### src/rtl/irpd_pkg.sv
package irpd_pkg;

  typedef enum logic [1:0] {ST_WAIT, ST_MARK, ST_SPACE, ST_TAIL} irpd_state_e;
  typedef enum logic [1:0] {SYM_BAD, SYM_ZERO, SYM_ONE} irpd_sym_e;

  // strict window test: tgt-tol < dur < tgt+tol, written to avoid underflow
  function automatic logic in_window(input int unsigned dur,
                                     input int unsigned tgt,
                                     input int unsigned tol);
    return ((dur + tol) > tgt) && (dur < (tgt + tol));
  endfunction

  function automatic irpd_sym_e classify_bit(input int unsigned mark,
                                             input int unsigned space,
                                             input int unsigned mark_tk,
                                             input int unsigned one_tk,
                                             input int unsigned zero_tk,
                                             input int unsigned tol);
    if (!in_window(mark, mark_tk, tol))  return SYM_BAD;
    if (in_window(space, one_tk, tol))   return SYM_ONE;
    if (in_window(space, zero_tk, tol))  return SYM_ZERO;
    return SYM_BAD;
  endfunction

endpackage

### src/rtl/irpd_tick_gen.sv
module irpd_tick_gen #(
  parameter int PRESCALE = 100
) (
  input  logic clk,
  input  logic rst_n,
  output logic tick_o
);
  localparam int PW = (PRESCALE > 1) ? $clog2(PRESCALE) : 1;
  localparam logic [PW-1:0] LAST = PW'(PRESCALE - 1);

  logic [PW-1:0] pcnt;

  assign tick_o = (pcnt == LAST);

  always_ff @(posedge clk or negedge rst_n) begin
    if (!rst_n)      pcnt <= '0;
    else if (tick_o) pcnt <= '0;
    else             pcnt <= pcnt + 1'b1;
  end
endmodule

### src/rtl/irpd_glitch_filter.sv
module irpd_glitch_filter #(
  parameter int SYNC_STAGES = 2,
  parameter int FILT_W      = 8
) (
  input  logic              clk,
  input  logic              rst_n,
  input  logic              tick_i,
  input  logic              raw_i,
  input  logic [FILT_W-1:0] thresh_i,
  output logic              lvl_o
);
  logic [SYNC_STAGES-1:0] sync_q;
  logic [FILT_W-1:0]      fcnt;
  logic                   sync_lvl, differ, commit;

  always_ff @(posedge clk or negedge rst_n) begin
    if (!rst_n) sync_q <= '0;
    else begin
      sync_q[0] <= raw_i;
      for (int i = 1; i < SYNC_STAGES; i++) sync_q[i] <= sync_q[i-1];
    end
  end

  assign sync_lvl = sync_q[SYNC_STAGES-1];
  assign differ   = (sync_lvl != lvl_o);
  assign commit   = differ && tick_i &&
                    (({1'b0, fcnt} + 1'b1) >= {1'b0, thresh_i});

  always_ff @(posedge clk or negedge rst_n) begin
    if (!rst_n) begin
      fcnt  <= '0;
      lvl_o <= 1'b0;
    end else if (!differ) begin
      fcnt <= '0;
    end else if (commit) begin
      lvl_o <= sync_lvl;
      fcnt  <= '0;
    end else if (tick_i && (fcnt != '1)) begin
      fcnt <= fcnt + 1'b1;
    end
  end

  // filtered level moves only toward a differing synchronised input
  p_follow_only_r7: assert property (@(posedge clk) disable iff (!rst_n)
    (sync_lvl == lvl_o) |=> $stable(lvl_o));
  // filtered level moves only on a tick
  p_tick_only_r7: assert property (@(posedge clk) disable iff (!rst_n)
    !tick_i |=> $stable(lvl_o));
endmodule

### src/rtl/irpd_edge_timer.sv
module irpd_edge_timer #(
  parameter int CNT_W = 15
) (
  input  logic             clk,
  input  logic             rst_n,
  input  logic             tick_i,
  input  logic             lvl_i,
  output logic             rise_o,
  output logic             fall_o,
  output logic [CNT_W-1:0] cnt_o
);
  localparam logic [CNT_W-1:0] CNT_MAX = '1;

  logic lvl_d, edge_ev;

  assign edge_ev = lvl_i ^ lvl_d;
  assign rise_o  = lvl_i & ~lvl_d;
  assign fall_o  = ~lvl_i & lvl_d;

  always_ff @(posedge clk or negedge rst_n) begin
    if (!rst_n) begin
      lvl_d <= 1'b0;
      cnt_o <= '0;
    end else begin
      lvl_d <= lvl_i;
      // count 1 on the edge cycle so the value seen at the next edge is the full width
      if (edge_ev)                            cnt_o <= CNT_W'(1);
      else if (tick_i && (cnt_o != CNT_MAX))  cnt_o <= cnt_o + 1'b1;
    end
  end

  p_sat_hold_r8: assert property (@(posedge clk) disable iff (!rst_n)
    (cnt_o == CNT_MAX && !edge_ev) |=> (cnt_o == CNT_MAX));
  p_no_wrap_r8: assert property (@(posedge clk) disable iff (!rst_n)
    !edge_ev |=> (cnt_o >= $past(cnt_o)));
endmodule

### src/rtl/irpd_frame_fsm.sv
module irpd_frame_fsm
  import irpd_pkg::*;
#(
  parameter int          CNT_W         = 15,
  parameter int          ADDR_W        = 16,
  parameter int          CMD_W         = 16,
  parameter int unsigned HDR_MARK_TK   = 7200,
  parameter int unsigned HDR_SPACE_TK  = 3600,
  parameter int unsigned BIT_MARK_TK   = 448,
  parameter int unsigned ONE_SPACE_TK  = 1352,
  parameter int unsigned ZERO_SPACE_TK = 448,
  parameter int unsigned TOL_TK        = 128,
  parameter int unsigned IDLE_TK       = 7600
) (
  input  logic              clk,
  input  logic              rst_n,
  input  logic              lvl_i,
  input  logic              rise_i,
  input  logic              fall_i,
  input  logic [CNT_W-1:0]  cnt_i,
  output logic              valid_o,
  output logic              error_o,
  output logic [ADDR_W-1:0] addr_o,
  output logic [CMD_W-1:0]  cmd_o
);
  localparam int FRAME_BITS = ADDR_W + CMD_W;
  localparam int NB_W       = $clog2(FRAME_BITS);
  localparam logic [NB_W-1:0] LAST_BIT = NB_W'(FRAME_BITS - 1);

  irpd_state_e           st;
  logic [CNT_W-1:0]      mark_len;
  logic [FRAME_BITS-1:0] shreg;
  logic [NB_W-1:0]       nbits;
  logic                  hdr_seen;

  logic                  timeout, hdr_ok;
  irpd_sym_e             sym;
  logic [FRAME_BITS-1:0] shifted;

  assign timeout = (32'(cnt_i) > IDLE_TK);
  assign hdr_ok  = in_window(32'(mark_len), HDR_MARK_TK, TOL_TK) &&
                   in_window(32'(cnt_i), HDR_SPACE_TK, TOL_TK);
  assign sym     = classify_bit(32'(mark_len), 32'(cnt_i), BIT_MARK_TK,
                                ONE_SPACE_TK, ZERO_SPACE_TK, TOL_TK);
  // new bit enters at the top; after the last shift bit 0 is the first bit received
  assign shifted = {(sym == SYM_ONE), shreg[FRAME_BITS-1:1]};

  always_ff @(posedge clk or negedge rst_n) begin
    if (!rst_n) begin
      st       <= ST_WAIT;
      mark_len <= '0;
      shreg    <= '0;
      nbits    <= '0;
      hdr_seen <= 1'b0;
      valid_o  <= 1'b0;
      error_o  <= 1'b0;
      addr_o   <= '0;
      cmd_o    <= '0;
    end else begin
      valid_o <= 1'b0;
      error_o <= 1'b0;
      case (st)
        ST_WAIT: if (rise_i) begin
          st       <= ST_MARK;
          hdr_seen <= 1'b0;
          nbits    <= '0;
        end
        ST_MARK: if (fall_i) begin
          mark_len <= cnt_i;
          st       <= ST_SPACE;
        end else if (timeout) begin
          error_o <= 1'b1;
          st      <= ST_TAIL;
        end
        ST_SPACE: if (rise_i) begin
          st <= ST_MARK;
          if (!hdr_seen) begin
            if (hdr_ok) hdr_seen <= 1'b1;
            else        error_o  <= 1'b1;
          end else if (sym == SYM_BAD) begin
            error_o  <= 1'b1;
            hdr_seen <= 1'b0;
            nbits    <= '0;
          end else begin
            shreg <= shifted;
            nbits <= nbits + 1'b1;
            if (nbits == LAST_BIT) begin
              valid_o <= 1'b1;
              addr_o  <= shifted[ADDR_W-1:0];
              cmd_o   <= shifted[FRAME_BITS-1:ADDR_W];
              st      <= ST_TAIL;
            end
          end
        end else if (timeout) begin
          error_o <= 1'b1;
          st      <= ST_TAIL;
        end
        default: if (!lvl_i && timeout) st <= ST_WAIT;
      endcase
    end
  end

  p_excl_r10: assert property (@(posedge clk) disable iff (!rst_n)
    !(valid_o && error_o));
  p_valid_pulse_r10: assert property (@(posedge clk) disable iff (!rst_n)
    valid_o |=> !valid_o);
  p_error_pulse_r10: assert property (@(posedge clk) disable iff (!rst_n)
    error_o |=> !error_o);
  p_valid_on_rise_r5: assert property (@(posedge clk) disable iff (!rst_n)
    valid_o |-> ($past(rise_i) && $past(st == ST_SPACE)));
  p_fields_hold_r5: assert property (@(posedge clk) disable iff (!rst_n)
    !valid_o |-> ($stable(addr_o) && $stable(cmd_o)));
  p_mark_timeout_r6: assert property (@(posedge clk) disable iff (!rst_n)
    (st == ST_MARK && !fall_i && timeout) |=> (error_o && st == ST_TAIL));
  p_tail_quiet_r6: assert property (@(posedge clk) disable iff (!rst_n)
    (st == ST_TAIL) |=> !error_o);
endmodule

### src/rtl/irpd_decoder.sv
module irpd_decoder #(
  parameter int          PRESCALE      = 100,
  parameter int          SYNC_STAGES   = 2,
  parameter int          FILT_W        = 8,
  parameter int          CNT_W         = 15,
  parameter int          ADDR_W        = 16,
  parameter int          CMD_W         = 16,
  parameter int unsigned HDR_MARK_TK   = 7200,
  parameter int unsigned HDR_SPACE_TK  = 3600,
  parameter int unsigned BIT_MARK_TK   = 448,
  parameter int unsigned ONE_SPACE_TK  = 1352,
  parameter int unsigned ZERO_SPACE_TK = 448,
  parameter int unsigned TOL_TK        = 128,
  parameter int unsigned IDLE_TK       = 7600
) (
  input  logic              clk,
  input  logic              rst_n,
  input  logic              ir_line_i,
  input  logic [FILT_W-1:0] glitch_ticks_i,
  output logic              frame_valid_o,
  output logic              frame_error_o,
  output logic [ADDR_W-1:0] addr_o,
  output logic [CMD_W-1:0]  cmd_o
);
  logic             tick, lvl, rise, fall;
  logic [CNT_W-1:0] cnt;

  irpd_tick_gen #(.PRESCALE(PRESCALE)) u_tick (
    .clk(clk), .rst_n(rst_n), .tick_o(tick));

  irpd_glitch_filter #(.SYNC_STAGES(SYNC_STAGES), .FILT_W(FILT_W)) u_filt (
    .clk(clk), .rst_n(rst_n), .tick_i(tick), .raw_i(ir_line_i),
    .thresh_i(glitch_ticks_i), .lvl_o(lvl));

  irpd_edge_timer #(.CNT_W(CNT_W)) u_timer (
    .clk(clk), .rst_n(rst_n), .tick_i(tick), .lvl_i(lvl),
    .rise_o(rise), .fall_o(fall), .cnt_o(cnt));

  irpd_frame_fsm #(
    .CNT_W(CNT_W), .ADDR_W(ADDR_W), .CMD_W(CMD_W),
    .HDR_MARK_TK(HDR_MARK_TK), .HDR_SPACE_TK(HDR_SPACE_TK),
    .BIT_MARK_TK(BIT_MARK_TK), .ONE_SPACE_TK(ONE_SPACE_TK),
    .ZERO_SPACE_TK(ZERO_SPACE_TK), .TOL_TK(TOL_TK), .IDLE_TK(IDLE_TK)
  ) u_fsm (
    .clk(clk), .rst_n(rst_n), .lvl_i(lvl), .rise_i(rise), .fall_i(fall),
    .cnt_i(cnt), .valid_o(frame_valid_o), .error_o(frame_error_o),
    .addr_o(addr_o), .cmd_o(cmd_o));
endmodule

### config.mk
export PLATFORM = sky130hd
export DESIGN_NAME = irpd_decoder
export DESIGN_NICKNAME = d
export VERILOG_FILES = /design/src/rtl/irpd_pkg.sv /design/src/rtl/irpd_tick_gen.sv /design/src/rtl/irpd_glitch_filter.sv /design/src/rtl/irpd_edge_timer.sv /design/src/rtl/irpd_frame_fsm.sv /design/src/rtl/irpd_decoder.sv
export SDC_FILE = /design/constraint.sdc
export NUM_CORES = 1
export LEC_CHECK = 0
export BUFFER_PORTS_ARGS = -buffer_cell sky130_fd_sc_hd__buf_2
export CORE_ASPECT_RATIO = 0.9
export CORE_MARGIN = 2
export CORE_UTILIZATION = 50
export CTS_CLUSTER_SIZE = 16
export DETAILED_ROUTE_END_ITERATION = 7
export GPL_ROUTABILITY_DRIVEN = 0
export PLACE_DENSITY = 0.68
export SYNTH_ARGS = -nofsm -noshare
export SYNTH_HDL_FRONTEND = slang
export SYNTH_SLANG_ARGS = --single-unit
export TNS_END_PERCENT = 10
### constraint.sdc
create_clock -name clk -period 7.5 [get_ports clk]
set_input_delay 1.125 -clock clk [delete_from_list [all_inputs] [get_ports clk]]
set_output_delay 1.125 -clock clk [all_outputs]
set_load 0.03 [all_outputs]
==> results of run 1 <==
==> power by group through the flow <==
stage	clock network [uW]	registers [uW]	logic [uW]
floorplan	0	671	3.89
global placement	0	671	20.8
detailed placement	0	671	21.3
CTS	839	659	21.5
global route	870	659	24.4
finish	826	660	20.2
==> stage by stage <==
stage	hold WS [ns]	utilization	total power, uW
global placement	0.337	0.535	692
CTS	0.351	0.586	1520
global route	0.370	0.586	1550
floorplan	0.331	-	675
finish	0.352	0.586	1510
detailed placement	0.339	0.535	692
==> registers in the layout, indices dropped and copies added (netlist names), 2 cells and up <==
register / cells
u_tick.pcnt: 7
u_fsm.nbits: 5
u_timer.cnt_o: 15
u_fsm.shreg: 31
u_filt.fcnt: 8
u_fsm.mark_len: 15
u_fsm.addr_o: 16
u_filt.sync_q: 2
u_fsm.cmd_o: 16
u_fsm.st: 2
==> cell families after synthesis <==
family | after synthesis
buffers and inverters | 46
AND/OR/NAND/NOR | 158
multiplexers | 76
adder cells (fa/ha/maj) | 26
flip-flops | 122
XOR/XNOR | 30
AO/OA/AOI/OAI | 84
==> Yosys cell counts, types with 3 or more instances <==
cell / number
a31oi_1: 5
and2_1: 14
xor2_1: 11
or4_1: 3
mux2_2: 70
nor2b_1: 8
or3_1: 3
clkbuf_1: 5
a21o_1: 5
o31ai_1: 5
and3_1: 8
o21ai_0: 25
nor3_1: 5
xnor2_1: 19
buf_2: 6
ha_1: 26
inv_1: 25
nor2_1: 26
nand3_1: 19
nand2b_1: 6
a211oi_1: 3
mux2i_1: 4
buf_6: 7
buf_4: 3
nand2_1: 40
nor3b_1: 3
nand4_1: 9
a21oi_1: 13
dfrtp_1: 122
==> worst min path at each step <==
stage                               start                          to  slack [ns]  cells after the start
6_report       u_filt.sync_q[0]$_DFF_PN0_  u_filt.sync_q[1]$_DFF_PN0_        0.35                      0
5_1_grt        u_filt.sync_q[0]$_DFF_PN0_  u_filt.sync_q[1]$_DFF_PN0_        0.37                      0
4_1_cts        u_filt.sync_q[0]$_DFF_PN0_  u_filt.sync_q[1]$_DFF_PN0_        0.35                      0
3_5_place_dp   u_filt.sync_q[0]$_DFF_PN0_  u_filt.sync_q[1]$_DFF_PN0_        0.34                      0
3_3_place_gp   u_filt.sync_q[0]$_DFF_PN0_  u_filt.sync_q[1]$_DFF_PN0_        0.34                      0
2_1_floorplan  u_filt.sync_q[0]$_DFF_PN0_  u_filt.sync_q[1]$_DFF_PN0_        0.33                      0
==> routing by layer <==
layer  up-vias  global-route usage  part of all wire
li1       2003                   -                 -
met1      2051               0.268              0.49
met2        66               0.296              0.46
met3        12              0.0628             0.038
met4         0              0.0565             0.011
met5         -                   0                 0
==> final cells by class <==
type | instances | area [sq um]
clock inverter | 9 | 111
timing repair buffer | 46 | 238
fill | 991 | 4980
multi-input combinational | 374 | 2850
sequential | 122 | 3050
clock buffer | 23 | 498
tap | 160 | 200
inverter | 25 | 93.8
==> worst register-to-register path: cells and delay by family (launching register included) <==
family	cells	cell delay (ns)
DFF	1	0.53
and+or+nand+nor	1	0.25
muxes	1	0.31
adders and majority gates	1	0.39
AOI/OAI and AO/OA	5	1.79
==> cells in the final DEF (no fill, tap or decap), types with 6 or more instances in the layout <==
master     count
clkbuf_16     17
xor2_1        11
a21oi_1       13
o21ai_0       25
nand4_1        9
and2_1        14
nand2b_1       6
nor2b_1        8
ha_1          26
dfrtp_1      122
nor2_1        26
nand3_1       19
and3_1         8
xnor2_1       19
buf_2         43
inv_1         25
mux2_2        70
nand2_1       40
==> results by group, run 1 <==
Timing
  • Max Clock Skew: approximately 0.0073 ns
  • Max Slew Vio Count: 0
  • Hold Violations, Final: 0
  • Final clock period utilization by the worst path: 0.450
  • Setup TNS: 0 ns
  • Minimum clock period: 3.38 ns
  • Worst-Margin Slew: 1.09 ns
  • Slew headroom: 0.270
  • Maximum operating frequency: 296 MHz
  • PnR worst setup slack: between 4 and 5 ns
  • RSZ-0062 raised after global routing: no
  • Final setup violation count: 0

Synthesis
  • Most used DFF post-synth: dfrtp_1
  • Syn nets: about 580
  • Mapped cell area: 0.00615 sq mm
  • Syn Inst Count: 542
  • Post-synth ARST share: 1.00
  • Post-synth EDFFs: 0
  • Syn_area_per_cell: ~11 sq um
  • Xor/xnor share of the synthesized area: 0.0427
  • Cell taking the most area after synthesis: dfrtp_1
  • Simple-gate share of the synthesized area: 0.136
  • Yosys warns: 0
  • Synth top area cells: dfrtp_1 50%, mux2_2 13%, ha_1 5.3%
  • Main combinational cell family by area after synthesis: multiplexers
  • Complex-gate fraction of the synthesized area: 0.0936
  • Register area share after synthesis: 0.497
  • Number of synthesized register bits: 122
  • Top cell type's share of synthesized area: 0.497
  • Cell variety after synth: 61
  • Adder-Cell Fraction of Synth Area: 0.0529
  • Post-synthesis mux area share: 0.138

Placed design
  • Port buffer count: 44
  • Post-DP HPWL: 7890 um
  • Placed insts: 727
  • Placed cell area: 0.00643 sq mm
  • Pre-CTS setup slack: 4.15 ns

Route
  • DRC violations left: 0
  • WL final: 11500 um
  • Detailed Route Iter0 Violations: 272
  • WL per Instance: 15.2 um
  • Drt via density: approximately 5.4
  • Drt pass-1 iters: 6
  • Vias: 4132
  • Antenna Nets Post-Route: 0

Cells and area
  • N_diodes: 0
  • Layout cells sized above 1: 0.267
  • Layout area overhead: 14.6%
  • # nets final: 623
  • Finished Layout Cells: 759
  • Fin area: 0.00704 sq mm

Power
  • Maximum VDD drop: 0.000158 V
  • P_int: between 1000 and 1500 uW
  • Clock Power Share: 0.548
  • Leakage: 0.00350 uW
  • Sw Share: 0.204
  • Pwr dens: 214 mW/mm^2
  • Comb power frac: 0.013
  • Seq pwr share: 0.438
  • P_sw: 308 uW

Die
  • I/O pin count: 45
  • Initial Utilization: 0.511
  • Num rows: 38
  • Die width: between 100 and 150 um
  • Die height: 109 um
  • CORE AREA: 0.0120 sq mm
  • Die ar.: 0.0132 sq mm

Clock tree
  • TritonCTS Buffers: 17
  • # hold bufs at CTS: 0
  • Postcts setup bufs: 0
  • CTS root buf: clkbuf_16
  • TritonCTS clock tree: done
  • CTS clk-pin slew, worst paths: 0.06 ns
  • Clk_lat worst skew: 0.41 ns
  • Maximum clock path buffer count: 2
  • H-tree depth: 4
  • Post-cts repair resize count: 0
  • CTS Sinks: 122

Critical path
  • Reg2reg start: u_timer.cnt_o[7]$_DFFE_PN0P_
  • Setup crit start: u_timer.cnt_o[7]$_DFFE_PN0P_
  • Setup crit end kind: flop
  • Critical path endpoint: u_fsm.st[1]$_DFFE_PN0P_
  • Slowest CP cell: o2111ai_4
  • Worst EP required: 7.80 ns
  • R2R Path End: u_fsm.st[1]$_DFFE_PN0P_
  • Register-to-register setup slack: 4.12 ns
  • CP startpoint kind: flop
  • Worst path buffer plus inverter count: 0
  • Critical Path Most Common Cell: a21oi_1
  • Crit path depth: 8
  • R2R depth: 8
  • CP top delay family: compound AO/OA/AOI/OAI gates
  • Max incr delay on CP: 0.91 ns
  • Worst Setup Path Type: flop to flop
  • CP cell instances: ha_1, and3_1, a21oi_1, o41ai_1, o21ai_4, o2111ai_4, a21oi_1, mux2_2
  • CP max FO: 35
  • Worst Path Arrival: 3.67 ns

Global route
  • Vias in the first global route: 4160
  • Gr usage total: 0.195
  • Congestion Overflow GR: 0
  • First-pass GRT wire length: 20100 um
  • Initial antenna violation count: 0
  • Largest net degree at the start of global routing: 73

Run status
  • Outcome: complete, no violations

Job
  • Max-cap violations: 0

Hold path
  • Hold WC Path Type: flop to flop
(Power assumes the default switching activity.)
==> run 2: changes to the inputs <==
clock period = 3.2 ns   (was 7.5 ns; I/O delays follow)
==> run 2 against run 1 <==
  * Sequential power increased by 130%
  * Combinational power grew 140%
  * Setup slack lost 3.8 ns
  * Maximum frequency up 16%
  * Highest routed layer unchanged
  * Clock skew increased by 0.0014 ns
  * Largest power group unchanged
  * Sequential share of layout area fell by 0.20 points
==> results by group, run 2 (same netlist as run 1, synthesis figures left out) <==
Cells and area
  • Largest register by flop count: u_fsm.shreg
  • Top flop regs: u_fsm.shreg: 31 flops, u_fsm.addr_o: 16 flops, u_fsm.cmd_o: 16 flops
  • Most frequent cells in the layout: 122 x dfrtp_1, 70 x mux2_2, 43 x buf_2
  • Layout area overhead: 15.1%
  • Most common cell after layout, fill and taps aside: dfrtp_1
  • # nets final: 627 (+0.64%)
  • Fill cells: 964 (-2.7%)
  • Max reg flops: 31 (unchanged)
  • N_diodes: 0 (unchanged)
  • Fin area: 0.00708 sq mm (+0.46%)
  • Layout cells sized above 1: 0.272 (+0.00531)

Timing
  • Slew headroom: 0.507 (+0.238)
  • Max Slew Vio Count: 0 (unchanged)
  • Maximum operating frequency: 343 MHz (+16%)
  • Minimum clock period: 2.92 ns (-0.461 ns)
  • Hold Violations, Final: 0 (unchanged)
  • RSZ-0062 raised after global routing: no
  • Final setup violation count: 0 (unchanged)
  • Worst-Margin Slew: 0.735 ns (-0.359 ns)
  • Max Clock Skew: 0.00868 ns (+0.00137 ns)
  • Setup TNS: 0 ns (unchanged)
  • Final clock period utilization by the worst path: 0.912 (+0.461)

Job
  • Max-cap violations: 0 (unchanged)

Critical path
  • R2R Path End: u_fsm.shreg[23]$_DFFE_PN0P_
  • CP cell instances: ha_1, nor2_1, nor2b_1, a31oi_1, o21ai_4, nor2_2, nor4_4, buf_4, mux2_2
  • Critical path endpoint: u_fsm.shreg[23]$_DFFE_PN0P_
  • Max incr delay on CP: 0.55 ns (-0.36 ns)
  • Worst path buffer plus inverter count: 1 (+1)
  • Worst Path Arrival: 3.21 ns (-0.46 ns)
  • CP max FO: 17 (-51%)
  • Worst EP required: 3.50 ns (-4.30 ns)
  • CP top delay family: simple AND/OR/NAND/NOR gates
  • R2R depth: 9 (+1)
  • Register-to-register setup slack: 0.28 ns (-3.84 ns)
  • Crit path depth: 9 (+1)
  • CP startpoint kind: flop
  • Worst Setup Path Type: flop to flop
  • Slowest CP cell: dfrtp_1
  • Setup crit end kind: flop
  • Reg2reg start: u_timer.cnt_o[7]$_DFFE_PN0P_
  • Setup crit start: u_timer.cnt_o[7]$_DFFE_PN0P_

Route
  • DRC violations left: 0 (unchanged)
  • WL final: 11400 um (-1.1%)
  • WL per Instance: 15.0 um (-1.5%)
  • Vias: 4126 (-0.15%)
  • Drt pass-1 iters: 5 (-1)
  • Detailed Route Iter0 Violations: 403 (+48%)
  • Antenna Nets Post-Route: 0 (unchanged)
  • Drt via density: 5.41 (-0.54%)

Hold path
  • Hold WC Path Type: input pin to asynchronous set/reset pin

Clock tree
  • Clk_lat worst skew: 0.41 ns (about the same)
  • # hold bufs at CTS: 0 (unchanged)
  • Postcts setup bufs: 0 (unchanged)
  • Maximum clock path buffer count: 2 (unchanged)
  • CTS Sinks: 122 (unchanged)
  • CTS root buf: clkbuf_16
  • H-tree depth: 4 (unchanged)
  • TritonCTS clock tree: done
  • TritonCTS Buffers: 17 (unchanged)
  • Post-cts repair resize count: 0 (unchanged)
  • CTS clk-pin slew, worst paths: 0.05 ns (about the same)

Die
  • Num rows: 38 (unchanged)
  • Die height: 109 um (unchanged)
  • CORE AREA: 0.0120 sq mm (unchanged)
  • Die width: 121 um (unchanged)
  • I/O pin count: 45 (unchanged)
  • Die ar.: 0.0132 sq mm (unchanged)
  • Initial Utilization: 0.511 (unchanged)

Power
  • Leakage: 0.00352 uW (+0.57%)
  • Maximum VDD drop: 0.000357 V (+130%)
  • Pwr dens: 491 mW/mm^2 (+130%)

Global route
  • Largest net degree at the start of global routing: 123 (+68%)
  • First-pass GRT wire length: 19500 um (-3.2%)
  • Gr usage total: 0.188 (-0.00687)
  • Congestion Overflow GR: 0 (unchanged)
  • Vias in the first global route: 4103 (-1.4%)
  • Initial antenna violation count: 0 (unchanged)

Placed design
  • Port buffer count: 44 (unchanged)
  • Placed cell area: 0.00649 sq mm (+0.86%)
  • Post-DP HPWL: 7760 um (-1.6%)

Run status
  • Outcome: complete, no violations
[run 2: area by class of cell]
cell class	instances	area, sq um	share of cell area
repair buffers	50	293	0.0414
well taps	160	200	0.0283
clock inverters	11	120	0.0170
inverters	25	93.8	0.0133
multi-input cells	374	2850	0.403
flip-flops and latches	122	3050	0.431
clock buffers	20	467	0.0659
[run 2: report_power, final]
part | internal [uW] | switching, uW
clock | 1200 | 679
combinational | 11.9 | 36.2
sequential | 1550 | 0.606
total | 2760 | 716
[run 2: through the flow]
step	util	setup WS, ns	power, uW	std cells	hold slack, ns
floorplan	-	0.618	1580	542	0.184
global placement	0.540	0.420	1620	731	0.336
detailed placement	0.540	0.329	1620	731	0.347
CTS	0.588	0.306	3520	762	0.165
global route	0.588	0.0187	3590	762	0.159
finish	0.588	0.283	3470	762	0.119
[run 2: how the worst min path moves through the flow]
stage                                          start                          to  slack, ns  cells past startpoint
after floorplan                                rst_n  u_filt.fcnt[0]$_DFFE_PN0P_       0.18                      0
after global placement    u_filt.sync_q[0]$_DFF_PN0_  u_filt.sync_q[1]$_DFF_PN0_       0.34                      0
after detailed placement  u_filt.sync_q[0]$_DFF_PN0_  u_filt.sync_q[1]$_DFF_PN0_       0.35                      0
after CTS                                  ir_line_i  u_filt.sync_q[0]$_DFF_PN0_       0.17                      1
after global routing                       ir_line_i  u_filt.sync_q[0]$_DFF_PN0_       0.16                      1
final                                          rst_n    u_tick.pcnt[6]$_DFF_PN0_       0.12                      2
[run 2: per-layer routing]
metal | global-route usage | vias up | wire length (um)
met5 | 0 | - | 0
met4 | 0.0822 | 0 | 147
met3 | 0.0455 | 18 | 444
met2 | 0.289 | 89 | 5350
met1 | 0.254 | 2007 | 5470
li1 | - | 2012 | -
